--- src/rtl/bt_pc_pkg.sv ---
package bt_pc_pkg;
  localparam logic [1:0] TC_POS  = 2'b10;
  localparam logic [1:0] TC_ZERO = 2'b11;
  localparam logic [1:0] TC_NEG  = 2'b01;
  localparam logic [1:0] TC_BAD  = 2'b00;

  typedef enum logic [1:0] {
    DIR_HOLD_A = 2'b00,
    DIR_UP     = 2'b01,
    DIR_DOWN   = 2'b10,
    DIR_HOLD_B = 2'b11
  } dir_e;

  function automatic logic [1:0] tc_clean(input logic [1:0] c);
    return (c == TC_BAD) ? TC_ZERO : c;
  endfunction
endpackage

--- src/rtl/bt_dir_decode.sv ---
module bt_dir_decode
  import bt_pc_pkg::*;
(
  input  logic [1:0] dir_i,
  output logic       step_en_o,
  output logic       step_up_o
);
  always_comb begin
    step_en_o = 1'b0;
    step_up_o = 1'b0;
    case (dir_e'(dir_i))
      DIR_UP:   begin step_en_o = 1'b1; step_up_o = 1'b1; end
      DIR_DOWN: begin step_en_o = 1'b1; step_up_o = 1'b0; end
      default:  begin step_en_o = 1'b0; step_up_o = 1'b0; end
    endcase
  end
endmodule

--- src/rtl/bt_load_clean.sv ---
module bt_load_clean
  import bt_pc_pkg::*;
#(
  parameter int NUM_TRITS = 4,
  localparam int W = 2 * NUM_TRITS
) (
  input  logic [W-1:0] raw_i,
  output logic [W-1:0] clean_o
);
  for (genvar i = 0; i < NUM_TRITS; i++) begin : g_trit
    assign clean_o[2*i +: 2] = tc_clean(raw_i[2*i +: 2]);
  end
endmodule

--- src/rtl/bt_trit_step.sv ---
module bt_trit_step
  import bt_pc_pkg::*;
(
  input  logic [1:0] code_i,
  input  logic       ripple_i,
  input  logic       up_i,
  output logic [1:0] code_o,
  output logic       ripple_o
);
  logic [1:0] cur;
  assign cur = tc_clean(code_i);

  always_comb begin
    code_o   = cur;
    ripple_o = 1'b0;
    if (ripple_i) begin
      if (up_i) begin
        case (cur)
          TC_POS:  begin code_o = TC_NEG;  ripple_o = 1'b1; end
          TC_ZERO: code_o = TC_POS;
          default: code_o = TC_ZERO;
        endcase
      end else begin
        case (cur)
          TC_NEG:  begin code_o = TC_POS;  ripple_o = 1'b1; end
          TC_ZERO: code_o = TC_NEG;
          default: code_o = TC_ZERO;
        endcase
      end
    end
  end
endmodule

--- src/rtl/bt_pc.sv ---
module bt_pc
  import bt_pc_pkg::*;
#(
  parameter int NUM_TRITS = 4,
  localparam int W = 2 * NUM_TRITS
) (
  input  logic         clk,
  input  logic         rst_n,
  input  logic         load,
  input  logic [W-1:0] load_val,
  input  logic [1:0]   dir,
  output logic [W-1:0] count
);
  logic [W-1:0]         cnt_q;
  logic [W-1:0]         stepped;
  logic [W-1:0]         loaded;
  logic [NUM_TRITS-1:0] ripple;
  logic                 step_en;
  logic                 step_up;

  bt_dir_decode u_dir (
    .dir_i     (dir),
    .step_en_o (step_en),
    .step_up_o (step_up)
  );

  bt_load_clean #(.NUM_TRITS(NUM_TRITS)) u_clean (
    .raw_i   (load_val),
    .clean_o (loaded)
  );

  for (genvar i = 0; i < NUM_TRITS; i++) begin : g_chain
    logic rin;
    if (i == 0) begin : g_lsb
      assign rin = step_en;
    end else begin : g_up
      assign rin = ripple[i-1];
    end
    bt_trit_step u_step (
      .code_i   (cnt_q[2*i +: 2]),
      .ripple_i (rin),
      .up_i     (step_up),
      .code_o   (stepped[2*i +: 2]),
      .ripple_o (ripple[i])
    );
  end

  always_ff @(posedge clk or negedge rst_n) begin
    if (!rst_n)    cnt_q <= {NUM_TRITS{TC_ZERO}};
    else if (load) cnt_q <= loaded;
    else           cnt_q <= stepped;
  end

  assign count = cnt_q;
endmodule

--- config.mk ---
export PLATFORM = sky130hd
export DESIGN_NAME = bt_pc
export DESIGN_NICKNAME = d
export VERILOG_FILES = /design/src/rtl/bt_pc_pkg.sv /design/src/rtl/bt_dir_decode.sv /design/src/rtl/bt_load_clean.sv /design/src/rtl/bt_trit_step.sv /design/src/rtl/bt_pc.sv
export SDC_FILE = /design/constraint.sdc
export NUM_CORES = 1
export LEC_CHECK = 0
export ABC_AREA = 1
export CORE_MARGIN = 4
export CORE_UTILIZATION = 60
export DETAILED_ROUTE_END_ITERATION = 6
export DONT_BUFFER_PORTS = 1
export PLACE_DENSITY = 0.73
export SYNTH_ARGS = -nofsm -noshare
export SYNTH_HDL_FRONTEND = slang
export SYNTH_SLANG_ARGS = --single-unit
--- constraint.sdc ---
create_clock -name clk -period 3.6 [get_ports clk]
set_input_delay 0.54 -clock clk [delete_from_list [all_inputs] [get_ports clk]]
set_output_delay 0.54 -clock clk [all_outputs]
set_load 0.02 [all_outputs]
==> tab_implementation.tex, run 1 <==
\begin{tabular}{lr}
\hline
Metric & Value \\
\hline
\multicolumn{2}{l}{\textbf{Critical path}} \\
\quad Cells along the critical path & inv\_1 > ha\_1 > nor2\_1 > nor2\_4 > nand3\_2 > nand2\_1 > nand3\_1 > nand2\_1 \\
\quad Register-to-register setup slack & approximately 2100 ps \\
\quad Kind of end point of the critical path & register \\
\quad Worst r2r path cells & 10 \\
\quad CP max stage cell & ha\_1 \\
\quad Critical path required time & 3800 ps \\
\quad Top cell family by delay on the critical path & simple AND/OR/NAND/NOR gates \\
\quad CP Depth & 8 \\
\quad CP bufs+invs & 1 \\
\quad Element type at the critical path start & input port \\
\quad Worst Setup Path Type & input port to register \\
\quad Maximum fanout encountered on the critical timing path & 10 \\
\quad Worst Path Arrival & roughly 1700 ps \\
\quad Most Frequent Cell on Critical Path & nand2\_1 \\
\quad Biggest cell delay along the critical path & 540 ps \\
\quad Reg-to-Reg End & count[4]\$\_DFF\_PN1\_ \\
\quad Reg2Reg Launch Point & count[0]\$\_DFF\_PN1\_ \\
\multicolumn{2}{l}{\textbf{Routing}} \\
\quad Average routed wire per standard cell & between 10 and 15 um \\
\quad Initial DRT Pass Iterations & 4 \\
\quad Final wirelength & 1430 um \\
\quad Routed metal-1 wirelength & approximately 600 um \\
\quad Detailed router's first-iteration violation count & 19 \\
\quad Highest signal layer in the routed design & met4 \\
\quad Total via count in the routed design & 638 \\
\quad Detailed-route DRC error count & 0 \\
\quad Number of nets with antenna violations after detailed routing & 0 \\
\quad Vias per cell & 5.45 \\
\quad Detailed route wirelength on metal3 & 116 um \\
\quad Detail Route met2 WL & 688 um \\
\multicolumn{2}{l}{\textbf{Synthesis}} \\
\quad Count of yosys warnings during synthesis & 0 \\
\quad Syn\_area\_per\_cell & a little under 8 sq um \\
\quad Number of register bits inferred by synthesis & 8 \\
\quad Sequential share of the synthesized area & 26.2\% \\
\quad Total standard cell area after synthesis & about 800 sq um \\
\quad Net count after synthesis & 124 \\
\quad Number of cells produced by synthesis & 102 \\
\quad Number of library cell types mapped by synthesis & 24 \\
\multicolumn{2}{l}{\textbf{GRT}} \\
\quad Gr usage total & approximately 17\% \\
\quad Antenna violations before repair & 0 \\
\quad Global-route wire length before repair & 2520 um \\
\quad Pin count of the biggest net entering global routing & 11 \\
\quad Number of global-route vias before repair & about 600 \\
\quad Overall overflow remaining after global route & 0 \\
\multicolumn{2}{l}{\textbf{Final layout}} \\
\quad Number of nets at the end of the flow & 127 \\
\quad Commonest non-fill, non-tap cells in the layout & 21 x nand2\_1, 18 x inv\_1, 9 x ha\_1 \\
\quad Filler Cells Inserted & 101 \\
\quad Seq. cell area & 210 sq um \\
\quad Total area of multi-input combinational cells & 497 sq um \\
\quad Final std cells w/o fill & about 120 \\
\quad Share of final-layout standard cells stronger than drive strength 1 & 25.2\% \\
\quad Most frequent standard cell in the layout excluding fill and tap cells & nand2\_1 \\
\quad Number of diodes added for antenna fixing & 0 \\
\quad Largest register FFs & 8 \\
\quad Layout overhead on the synthesized area & 2.96\% \\
\multicolumn{2}{l}{\textbf{Place}} \\
\quad Placer's final routability congestion estimate & 0.743 \\
\quad Post-placement cell count & 114 \\
\quad Number of buffers added on ports & 0 \\
\quad Detailed Place HPWL & 1170 um \\
\multicolumn{2}{l}{\textbf{Hold path}} \\
\quad Hold/Removal Path Class & input port to asynchronous set/reset pin \\
\multicolumn{2}{l}{\textbf{Clock network}} \\
\quad Insertion delay of the later-clocked pin in the worst-skew pair & 250 ps \\
\quad Number of buffers created by CTS & 3 \\
\quad CTS HTree Levels & 1 \\
\quad Buffers inserted during post-CTS setup optimization & 0 \\
\quad Worst-case clock buffer depth & 2 \\
\quad TritonCTS clock tree & yes \\
\quad Root buffer selected by CTS & clkbuf\_4 \\
\quad Post-CTS Resized & 0 \\
\quad Clock net sink count & 8 \\
\quad Number of hold-repair buffers added at the cts stage & 0 \\
\quad Clock transition time at the flip-flop clock pins of the worst setup and hold paths & 60 ps \\
\multicolumn{2}{l}{\textbf{Timing}} \\
\quad Setup clock skew after layout & 1.19 ps \\
\quad Final critical delay including setup and external delays & 1540 ps \\
\quad Final period util & roughly 43\% \\
\quad Hold Fails Final Rpt & 0 \\
\quad Number of pins with negative max-slew slack in the final report & 0 \\
\quad Setup violators final & 0 \\
\quad FMAX & 0.650 GHz \\
\quad Slew of the pin with the lowest slew margin & 607 ps \\
\quad Headroom to the max-slew limit & 59.5\% \\
\quad RSZ-0062 raised after global routing & no \\
\quad Setup\_tns & 0 ps \\
\multicolumn{2}{l}{\textbf{Power and ir drop}} \\
\quad P per Cell Area & 375 nW/um\^{}2 \\
\quad Peak supply drop & slightly above 0.0002 V \\
\quad Static power due to leakage & approximately 0.44 nW \\
\multicolumn{2}{l}{\textbf{Floorplanning}} \\
\quad Die height & 44.6 um \\
\quad Num ports & 21 \\
\quad Number of rows created at floorplan & 12 \\
\quad Effective utilization at floorplan & 67.7\% \\
\quad Area of the die & 1990 sq um \\
\quad Area inside the core boundary & 1190 sq um \\
\quad Die X & about 45 um \\
\multicolumn{2}{l}{\textbf{Job}} \\
\quad Max-cap check violation count & 0 \\
\multicolumn{2}{l}{\textbf{Status}} \\
\quad Status & complete, no violations \\
\hline
\end{tabular}
-- per-stage QoR --
step / setup WS, ps / cell area [sq um] / hold WS [ps] / util, % / power, mW
after CTS: 2060 / 827 / 115 / 69.7 / 0.315
after detailed placement: 1790 / 805 / 393 / 67.8 / 0.242
after global placement: 1820 / 805 / 393 / 67.8 / 0.240
after global routing: 1940 / 827 / 103 / 69.7 / 0.336
final: 2060 / 827 / 124 / 69.7 / 0.310
after floorplan: 2160 / 803 / 392 / - / 0.228
-- worst max path at each step --
stage | start | end | slack, ps
final | dir[1] | count[6]$_DFF_PN1_ | 2060
after global routing | dir[1] | count[7]$_DFF_PN1_ | 1940
after CTS | dir[1] | count[6]$_DFF_PN1_ | 2060
after detailed placement | dir[1] | count[7]$_DFF_PN1_ | 1790
after global placement | dir[1] | count[6]$_DFF_PN1_ | 1820
after floorplan | dir[1] | count[6]$_DFF_PN1_ | 2160
-- per-layer routing --
metal | GRT usage [%] | vias to the layer above
li1 | - | 331
met1 | 23.2 | 284
met2 | 25.8 | 21
met3 | 6.91 | 2
met4 | 3.61 | 0
met5 | 0 | -
-- layout make-up --
type,instances,share of cell area [%]
sequential,8,25.4
multi-input combinational,72,60.1
clock buffer,3,2.72
inverter,20,9.68
tap,14,2.12
-- cell usage after synthesis (all sizes together) --
| cell | instances | area share [%] |
|---|---|---|
| a31oi | 2 | 1.6 |
| o21ai | 9 | 5.6 |
| inv | 20 | 10 |
| nor3 | 1 | 0.62 |
| ha | 9 | 14 |
| nand3 | 7 | 5.0 |
| and3 | 1 | 0.78 |
| a21oi | 2 | 1.2 |
| nor2 | 13 | 16 |
| a32oi | 1 | 1.1 |
| nand4 | 2 | 1.6 |
| nand2 | 25 | 14 |
| buf | 2 | 2.0 |
| dfstp | 8 | 26 |
-- power breakdown --
part / internal [mW] / total, mW / switching (mW)
clock: 0.0383 / 0.0701 / 0.0319
combinational: 0.0415 / 0.107 / 0.0659
sequential: 0.109 / 0.133 / 0.0231
-- cells by family (layout without fill, tap and decap cells) --
| logic type | Yosys count | count (layout) | share of synthesized area [%] |
|---|---|---|---|
| flops | 8 | 8 | 26.2 |
| fa+ha+maj | 9 | 9 | 14.0 |
| compound gates | 14 | 14 | 9.50 |
| buf+inv | 22 | 23 | 12.0 |
| simple gates | 49 | 49 | 38.3 |
Note: power is estimated with default switching activity, not from simulation.
==> inputs of run 2 (changes only) <==
--- a/config.mk
+++ b/config.mk
@@ -7,10 +7,10 @@
 export LEC_CHECK = 0
 export ABC_AREA = 1
 export CORE_MARGIN = 4
-export CORE_UTILIZATION = 60
+export CORE_UTILIZATION = 55
 export DETAILED_ROUTE_END_ITERATION = 6
 export DONT_BUFFER_PORTS = 1
-export PLACE_DENSITY = 0.73
+export PLACE_DENSITY = 0.7
 export SYNTH_ARGS = -nofsm -noshare
 export SYNTH_HDL_FRONTEND = slang
 export SYNTH_SLANG_ARGS = --single-unit
==> constraint.sdc (replaced) <==
create_clock -name clk -period 1.3 [get_ports clk]
set_input_delay 0.195 -clock clk [delete_from_list [all_inputs] [get_ports clk]]
set_output_delay 0.195 -clock clk [all_outputs]
set_load 0.02 [all_outputs]
==> run 2 against run 1 <==
Effect of this change: the flow now finishes with violations (setup timing); combinational power rose to 4.3 times the previous value; via count up 13%; largest cell class unchanged; utilization up 5.3 points; clock power rose to 3.0 times the previous value; sequential share of layout area down 4.4 points; hold slack worse by 120 ps; critical path depth down 1; power rose to 3.2 times the previous value; sequential cell count unchanged; non-clock buffer count up 14; highest routed layer unchanged.
==> tab_implementation.tex, run 2 (synthesis results as in run 1) <==
\begin{tabular}{lr}
\hline
Metric & Value \\
\hline
\multicolumn{2}{l}{\textbf{Status}} \\
\quad Status & finished with violations \\
\quad Failing checks & setup timing \\
\multicolumn{2}{l}{\textbf{Final layout}} \\
\quad Largest register FFs & 8 \\
\quad Number of nets at the end of the flow & approximately 140 \\
\quad Number of diodes added for antenna fixing & 0 \\
\quad Most frequent standard cell in the layout excluding fill and tap cells & nand2\_1 \\
\quad Commonest non-fill, non-tap cells in the layout & 20 x nand2\_1, 15 x inv\_1, 10 x buf\_4 \\
\quad Share of final-layout standard cells stronger than drive strength 1 & about two fifths \\
\quad Filler Cells Inserted & 94 \\
\quad Layout overhead on the synthesized area & 24.6\% \\
\multicolumn{2}{l}{\textbf{Floorplanning}} \\
\quad Die X & approximately 46 um \\
\quad Die height & around 46 um \\
\quad Number of rows created at floorplan & 13 \\
\quad Effective utilization at floorplan & 60.2\% \\
\quad Num ports & 21 \\
\quad Area of the die & 2140 sq um \\
\quad Area inside the core boundary & 1330 sq um \\
\multicolumn{2}{l}{\textbf{Timing}} \\
\quad Final period util & 106\% \\
\quad Final critical delay including setup and external delays & 1380 ps \\
\quad Post-Route Hold Slack & $\sim$7 ps \\
\quad Setup clock skew after layout & 2.03 ps \\
\quad FMAX & 0.724 GHz \\
\quad Hold Fails Final Rpt & 0 \\
\quad Headroom to the max-slew limit & 72.6\% \\
\quad Final setup slack of the worst path & -80.6 ps \\
\quad Setup\_tns & -384 ps \\
\quad Number of pins with negative max-slew slack in the final report & 0 \\
\quad Setup violators final & 7 \\
\quad Slew of the pin with the lowest slew margin & roughly 400 ps \\
\quad RSZ-0062 raised after global routing & yes \\
\multicolumn{2}{l}{\textbf{Job}} \\
\quad Max-cap check violation count & 0 \\
\multicolumn{2}{l}{\textbf{Routing}} \\
\quad Average routed wire per standard cell & around 13 um \\
\quad Total via count in the routed design & 721 \\
\quad Detailed router's first-iteration violation count & 9 \\
\quad Initial DRT Pass Iterations & 4 \\
\quad Final wirelength & 1760 um \\
\quad Detailed-route DRC error count & 0 \\
\quad Vias per cell & 5.46 \\
\quad Number of nets with antenna violations after detailed routing & 0 \\
\multicolumn{2}{l}{\textbf{Place}} \\
\quad Pre-CTS setup slack & -67.3 ps \\
\quad Number of buffers added on ports & 0 \\
\quad Placer's final routability congestion estimate & 0.794 \\
\quad Detailed Place HPWL & 1330 um \\
\multicolumn{2}{l}{\textbf{GRT}} \\
\quad Antenna violations before repair & 0 \\
\quad Pin count of the biggest net entering global routing & 11 \\
\quad Number of global-route vias before repair & 705 \\
\quad Gr usage total & 19.5\% \\
\quad Overall overflow remaining after global route & 0 \\
\quad Global-route wire length before repair & 2930 um \\
\multicolumn{2}{l}{\textbf{Hold path}} \\
\quad Hold/Removal Path Class & input port to register \\
\multicolumn{2}{l}{\textbf{Critical path}} \\
\quad Cells along the critical path & inv\_2 > ha\_4 > nor2\_4 > nor2\_2 > o21ai\_1 > o21ai\_1 > o21ai\_1 \\
\quad Kind of end point of the critical path & register \\
\quad CP max stage cell & dfstp\_2 \\
\quad Element type at the critical path start & register \\
\quad Biggest cell delay along the critical path & roughly 570 ps \\
\quad Most Frequent Cell on Critical Path & o21ai\_1 \\
\quad Register-to-register setup slack & -80 ps \\
\quad Top cell family by delay on the critical path & flip-flops \\
\quad Worst Setup Path Type & register to register \\
\quad CP bufs+invs & 1 \\
\quad Worst Path Arrival & 1570 ps \\
\quad Maximum fanout encountered on the critical timing path & 3 \\
\quad Critical path required time & between 1000 and 1500 ps \\
\multicolumn{2}{l}{\textbf{Clock network}} \\
\quad Root buffer selected by CTS & clkbuf\_4 \\
\quad Worst-case clock buffer depth & 2 \\
\quad Clock transition time at the flip-flop clock pins of the worst setup and hold paths & $\sim$60 ps \\
\quad Insertion delay of the later-clocked pin in the worst-skew pair & 260 ps \\
\quad Clock net sink count & 8 \\
\quad Number of buffers created by CTS & 3 \\
\quad TritonCTS clock tree & yes \\
\quad CTS HTree Levels & 1 \\
\multicolumn{2}{l}{\textbf{Power and ir drop}} \\
\quad Static power due to leakage & about 0.51 nW \\
\quad P per Cell Area & between 1000 and 1500 nW/um\^{}2 \\
\quad Peak supply drop & 0.000771 V \\
\hline
\end{tabular}
[run 2: cell count changes in the layout (fill, tap and decap cells not counted), sizes merged]
cell / change
buf: +12
dlygate4sd3: +2
[run 2: path summary, 6_finish.rpt]
| kind | depth (start not counted) | startpoint | endpoint |
|---|---|---|---|
| worst max-delay path | 7 | count[1]$_DFF_PN1_ | count[0]$_DFF_PN1_ |
| worst min-delay path | 1 | load | count[1]$_DFF_PN1_ |
| worst max register to register | 7 | count[1]$_DFF_PN1_ | count[0]$_DFF_PN1_ |
| worst min register to register | 5 | count[0]$_DFF_PN1_ | count[1]$_DFF_PN1_ |
| max in group asynchronous | 1 | rst_n | count[2]$_DFF_PN1_ |
| min in group asynchronous | 1 | rst_n | count[7]$_DFF_PN1_ |
[run 2: report_power, final]
part,switching (mW),internal (mW)
clock network,0.100,0.107
registers,0.0286,0.301
logic,0.263,0.202
[run 2: layer usage]
layer	routed length, um	vias to the layer above	global-route usage, %	part of all wire [%]
met2	884	27	33.5	50
met1	733	333	21.3	42
met3	109	5	4.30	6.2
met5	0	-	0	0
met4	38	0	11.9	2.2
li1	-	356	-	-
[run 2: stage by stage]
step / power [mW] / instance area, sq um / util, % / instances
after floorplan: 0.653 / 833 / - / 102
after global placement: 0.743 / 923 / 69.2 / 125
after detailed placement: 0.755 / 923 / 69.2 / 125
after CTS: 0.977 / 973 / 73.0 / 131
after global routing: 1.08 / 1000 / 75.0 / 132
final: 1.00 / 1000 / 75.0 / 132
[run 2: worst register-to-register path, stage by stage, from the launching register on]
cell	delay, ps
dfstp_2	570
inv_2	50
ha_4	160
nor2_4	160
nor2_2	70
o21ai_1	80
o21ai_1	100
o21ai_1	130
[run 2: repair_timing]
| item | in CTS | in global routing |
|---|---|---|
| hold endpoints to repair | 9 | 0 |
| gates cloned | 0 | 0 |
| pin swaps | 2 | 1 |
| setup buffers | 1 | 1 |
| gates resized for setup | 0 | 7 |
| setup endpoints to repair | 8 | 9 |
| hold buffers | 2 | 0 |
[run 2: final cells by class]
class,count,area (sq um),share of cell area [%]
multi-input cells,72,541,54.0
flip-flops and latches,8,210,21.0
well taps,15,18.8,1.88
repair buffers,14,126,12.6
inverters,20,82.6,8.25
clock buffers,3,22.5,2.25
==> inputs of run 3 (changes only) <==
--- a/config.mk
+++ b/config.mk
@@ -8,6 +8,7 @@
 export ABC_AREA = 1
 export CORE_MARGIN = 4
 export CORE_UTILIZATION = 55
+export CTS_BUF_LIST = sky130_fd_sc_hd__clkbuf_16
 export DETAILED_ROUTE_END_ITERATION = 6
 export DONT_BUFFER_PORTS = 1
 export PLACE_DENSITY = 0.7
==> run 3 against run 2 <==
Effect of this change: the flow still finishes with violations (setup timing); clock-buffer cell count did not move; final area rose by 7.4%; first-iteration DRC count rose by 56%; maximum frequency rose by 0.13%; register-to-register slack barely moved; utilization rose by 5.5 points; setup slack improved by 1.8 ps; clock skew rose by 0.67 ps; routed wire length rose by 6.0%; critical path depth did not move; sequential share of layout area fell by 1.4 points; non-clock buffer count fell by 1; largest power group is now the clock network.
==> tab_implementation.tex, run 3 (synthesis results as in run 1) <==
\begin{tabular}{lr}
\hline
Metric & Value \\
\hline
\multicolumn{2}{l}{\textbf{Status}} \\
\quad Status & finished with violations \\
\quad Failing checks & setup timing \\
\multicolumn{2}{l}{\textbf{Clock network}} \\
\quad Clock net sink count & 8 \\
\quad Insertion delay of the later-clocked pin in the worst-skew pair & 230 ps \\
\quad TritonCTS clock tree & yes \\
\quad CTS HTree Levels & 1 \\
\quad Worst-case clock buffer depth & 2 \\
\quad Clock transition time at the flip-flop clock pins of the worst setup and hold paths & about 40 ps \\
\quad Root buffer selected by CTS & clkbuf\_16 \\
\quad Number of buffers created by CTS & 3 \\
\multicolumn{2}{l}{\textbf{Routing}} \\
\quad Detailed-route DRC error count & 0 \\
\quad Average routed wire per standard cell & $\sim$14 um \\
\quad Initial DRT Pass Iterations & 4 \\
\quad Vias per cell & 5.57 \\
\quad Total via count in the routed design & 730 \\
\quad Number of nets with antenna violations after detailed routing & 0 \\
\quad Final wirelength & 1870 um \\
\quad Detailed router's first-iteration violation count & 14 \\
\multicolumn{2}{l}{\textbf{Timing}} \\
\quad Number of pins with negative max-slew slack in the final report & 0 \\
\quad FMAX & 0.725 GHz \\
\quad RSZ-0062 raised after global routing & yes \\
\quad Headroom to the max-slew limit & 73.1\% \\
\quad Setup\_tns & -457 ps \\
\quad Slew of the pin with the lowest slew margin & 402 ps \\
\quad Setup violators final & 7 \\
\quad Final critical delay including setup and external delays & 1380 ps \\
\quad Final period util & 106\% \\
\quad Final setup slack of the worst path & -78.9 ps \\
\quad Setup clock skew after layout & 2.70 ps \\
\quad Post-Route Hold Slack & 24.6 ps \\
\quad Hold Fails Final Rpt & 0 \\
\multicolumn{2}{l}{\textbf{Place}} \\
\quad Post-placement cell count & 125 \\
\quad Placed Instance Area & 923 sq um \\
\quad Detailed Place HPWL & 1330 um \\
\quad Pre-CTS setup slack & -67.3 ps \\
\quad Placer's final routability congestion estimate & 0.794 \\
\quad Number of buffers added on ports & 0 \\
\multicolumn{2}{l}{\textbf{Critical path}} \\
\quad Worst r2r path cells & 7 \\
\quad Most Frequent Cell on Critical Path & o21ai\_1 \\
\quad CP max stage cell & dfstp\_2 \\
\quad Kind of end point of the critical path & register \\
\quad Register-to-register setup slack & -80 ps \\
\quad Maximum fanout encountered on the critical timing path & 3 \\
\quad Reg2Reg Launch Point & count[1]\$\_DFF\_PN1\_ \\
\quad Critical path required time & 1460 ps \\
\quad Cells along the critical path & inv\_2 > ha\_4 > nor2\_4 > nor2\_2 > o21ai\_1 > o21ai\_1 > o21ai\_1 \\
\quad Element type at the critical path start & register \\
\quad Worst Setup Path Type & register to register \\
\quad Worst Path Arrival & 1540 ps \\
\quad Biggest cell delay along the critical path & approximately 560 ps \\
\quad Reg-to-Reg End & count[0]\$\_DFF\_PN1\_ \\
\multicolumn{2}{l}{\textbf{Hold path}} \\
\quad Hold/Removal Path Class & input port to register \\
\quad Worst Hold Path EP & count[0]\$\_DFF\_PN1\_ \\
\quad Cell depth of the worst hold path & 1 \\
\quad Start point of the worst min-delay path & load \\
\multicolumn{2}{l}{\textbf{Power and ir drop}} \\
\quad Peak supply drop & 0.00106 V \\
\quad Sw frac & 32.8\% \\
\quad P per Cell Area & 1250 nW/um\^{}2 \\
\quad Power after layout & 1.34 mW \\
\quad Part of the total power dissipated in combinational logic & 35.8\% \\
\quad Net switching power & 0.440 mW \\
\quad Sequential power share & 24.8\% \\
\quad Internal Power & 0.903 mW \\
\quad Static power due to leakage & 0.544 nW \\
\quad Proportion of power drawn by the clock network & 39.4\% \\
\multicolumn{2}{l}{\textbf{Final layout}} \\
\quad Number of diodes added for antenna fixing & 0 \\
\quad Share of final-layout standard cells stronger than drive strength 1 & 46.6\% \\
\quad Final std cells w/o fill & 131 \\
\quad Commonest non-fill, non-tap cells in the layout & 18 x nand2\_1, 15 x inv\_1, 11 x buf\_4 \\
\quad Util after Layout & between 80\% and 90\% \\
\quad Largest register FFs & 8 \\
\quad Layout overhead on the synthesized area & 33.8\% \\
\quad Final instance area & 1070 sq um \\
\quad Most frequent standard cell in the layout excluding fill and tap cells & nand2\_1 \\
\quad Number of nets at the end of the flow & 140 \\
\multicolumn{2}{l}{\textbf{Floorplanning}} \\
\quad Effective utilization at floorplan & 60.2\% \\
\quad Number of rows created at floorplan & 13 \\
\quad Area of the die & 2140 sq um \\
\quad Num ports & 21 \\
\quad Area inside the core boundary & 1330 sq um \\
\quad Die X & 46.2 um \\
\quad Die height & about 46 um \\
\multicolumn{2}{l}{\textbf{Job}} \\
\quad Max-cap check violation count & 0 \\
\multicolumn{2}{l}{\textbf{GRT}} \\
\quad Global-route wire length before repair & between 3000 and 4000 um \\
\quad Number of global-route vias before repair & around 750 \\
\quad Pin count of the biggest net entering global routing & 11 \\
\quad Antenna violations before repair & 0 \\
\quad Overall overflow remaining after global route & 0 \\
\quad Gr usage total & between 10\% and 20\% \\
\hline
\end{tabular}
-- run 3: power by group through the flow --
| stage | registers [mW] | clock network (mW) | logic, mW |
|---|---|---|---|
| 5_1_grt | 0.338 | 0.545 | 0.531 |
| 3_3_place_gp | 0.332 | 0 | 0.411 |
| 3_5_place_dp | 0.335 | 0 | 0.420 |
| 2_1_floorplan | 0.370 | 0 | 0.284 |
| 4_1_cts | 0.334 | 0.529 | 0.457 |
| 6_report | 0.333 | 0.529 | 0.481 |
-- run 3: what timing repair did --
action                     CTS  global route
hold buffers                 1             0
setup buffers                2             0
pin swaps                    5             2
resized for setup            3            10
hold endpoints to repair     8             0
setup endpoints to repair    7             8
-- run 3: how the worst max path moves through the flow --
stage                          to  slack (ps)          startpoint  depth (start not counted)
6_report       count[0]$_DFF_PN1_         -80  count[1]$_DFF_PN1_                          7
3_3_place_gp   count[0]$_DFF_PN1_         -60  count[1]$_DFF_PN1_                          7
4_1_cts        count[5]$_DFF_PN1_         -70  count[1]$_DFF_PN1_                          9
5_1_grt        count[0]$_DFF_PN1_        -170  count[1]$_DFF_PN1_                          7
2_1_floorplan  count[0]$_DFF_PN1_         -50  count[1]$_DFF_PN1_                          7
3_5_place_dp   count[0]$_DFF_PN1_         -70  count[1]$_DFF_PN1_                          7
-- run 3: critical path, delay by kind of cell (launching register included) --
| family | cells | cell delay, ps |
|---|---|---|
| flip-flops | 1 | 560 |
| AO/OA/AOI/OAI | 3 | 310 |
| adder cells (fa/ha/maj) | 1 | 160 |
| buffers and inverters | 1 | 50 |
| AND/OR/NAND/NOR | 2 | 230 |
-- run 3: layout make-up --
cell class                 count  area, sq um
clock buffer                   3         75.1
fill                          81          259
inverter                      20         82.6
multi-input combinational     72          576
sequential                     8          210
tap                           15         18.8
timing repair buffer          13          113
-- run 3: metal layers --
metal  share of wire, %  vias up  GRT usage [%]
met5                  0        -              0
met4                1.3        0           11.4
met3                7.1        4           5.47
met2                 52       34           35.2
met1                 40      336           20.3
li1                   -      356              -
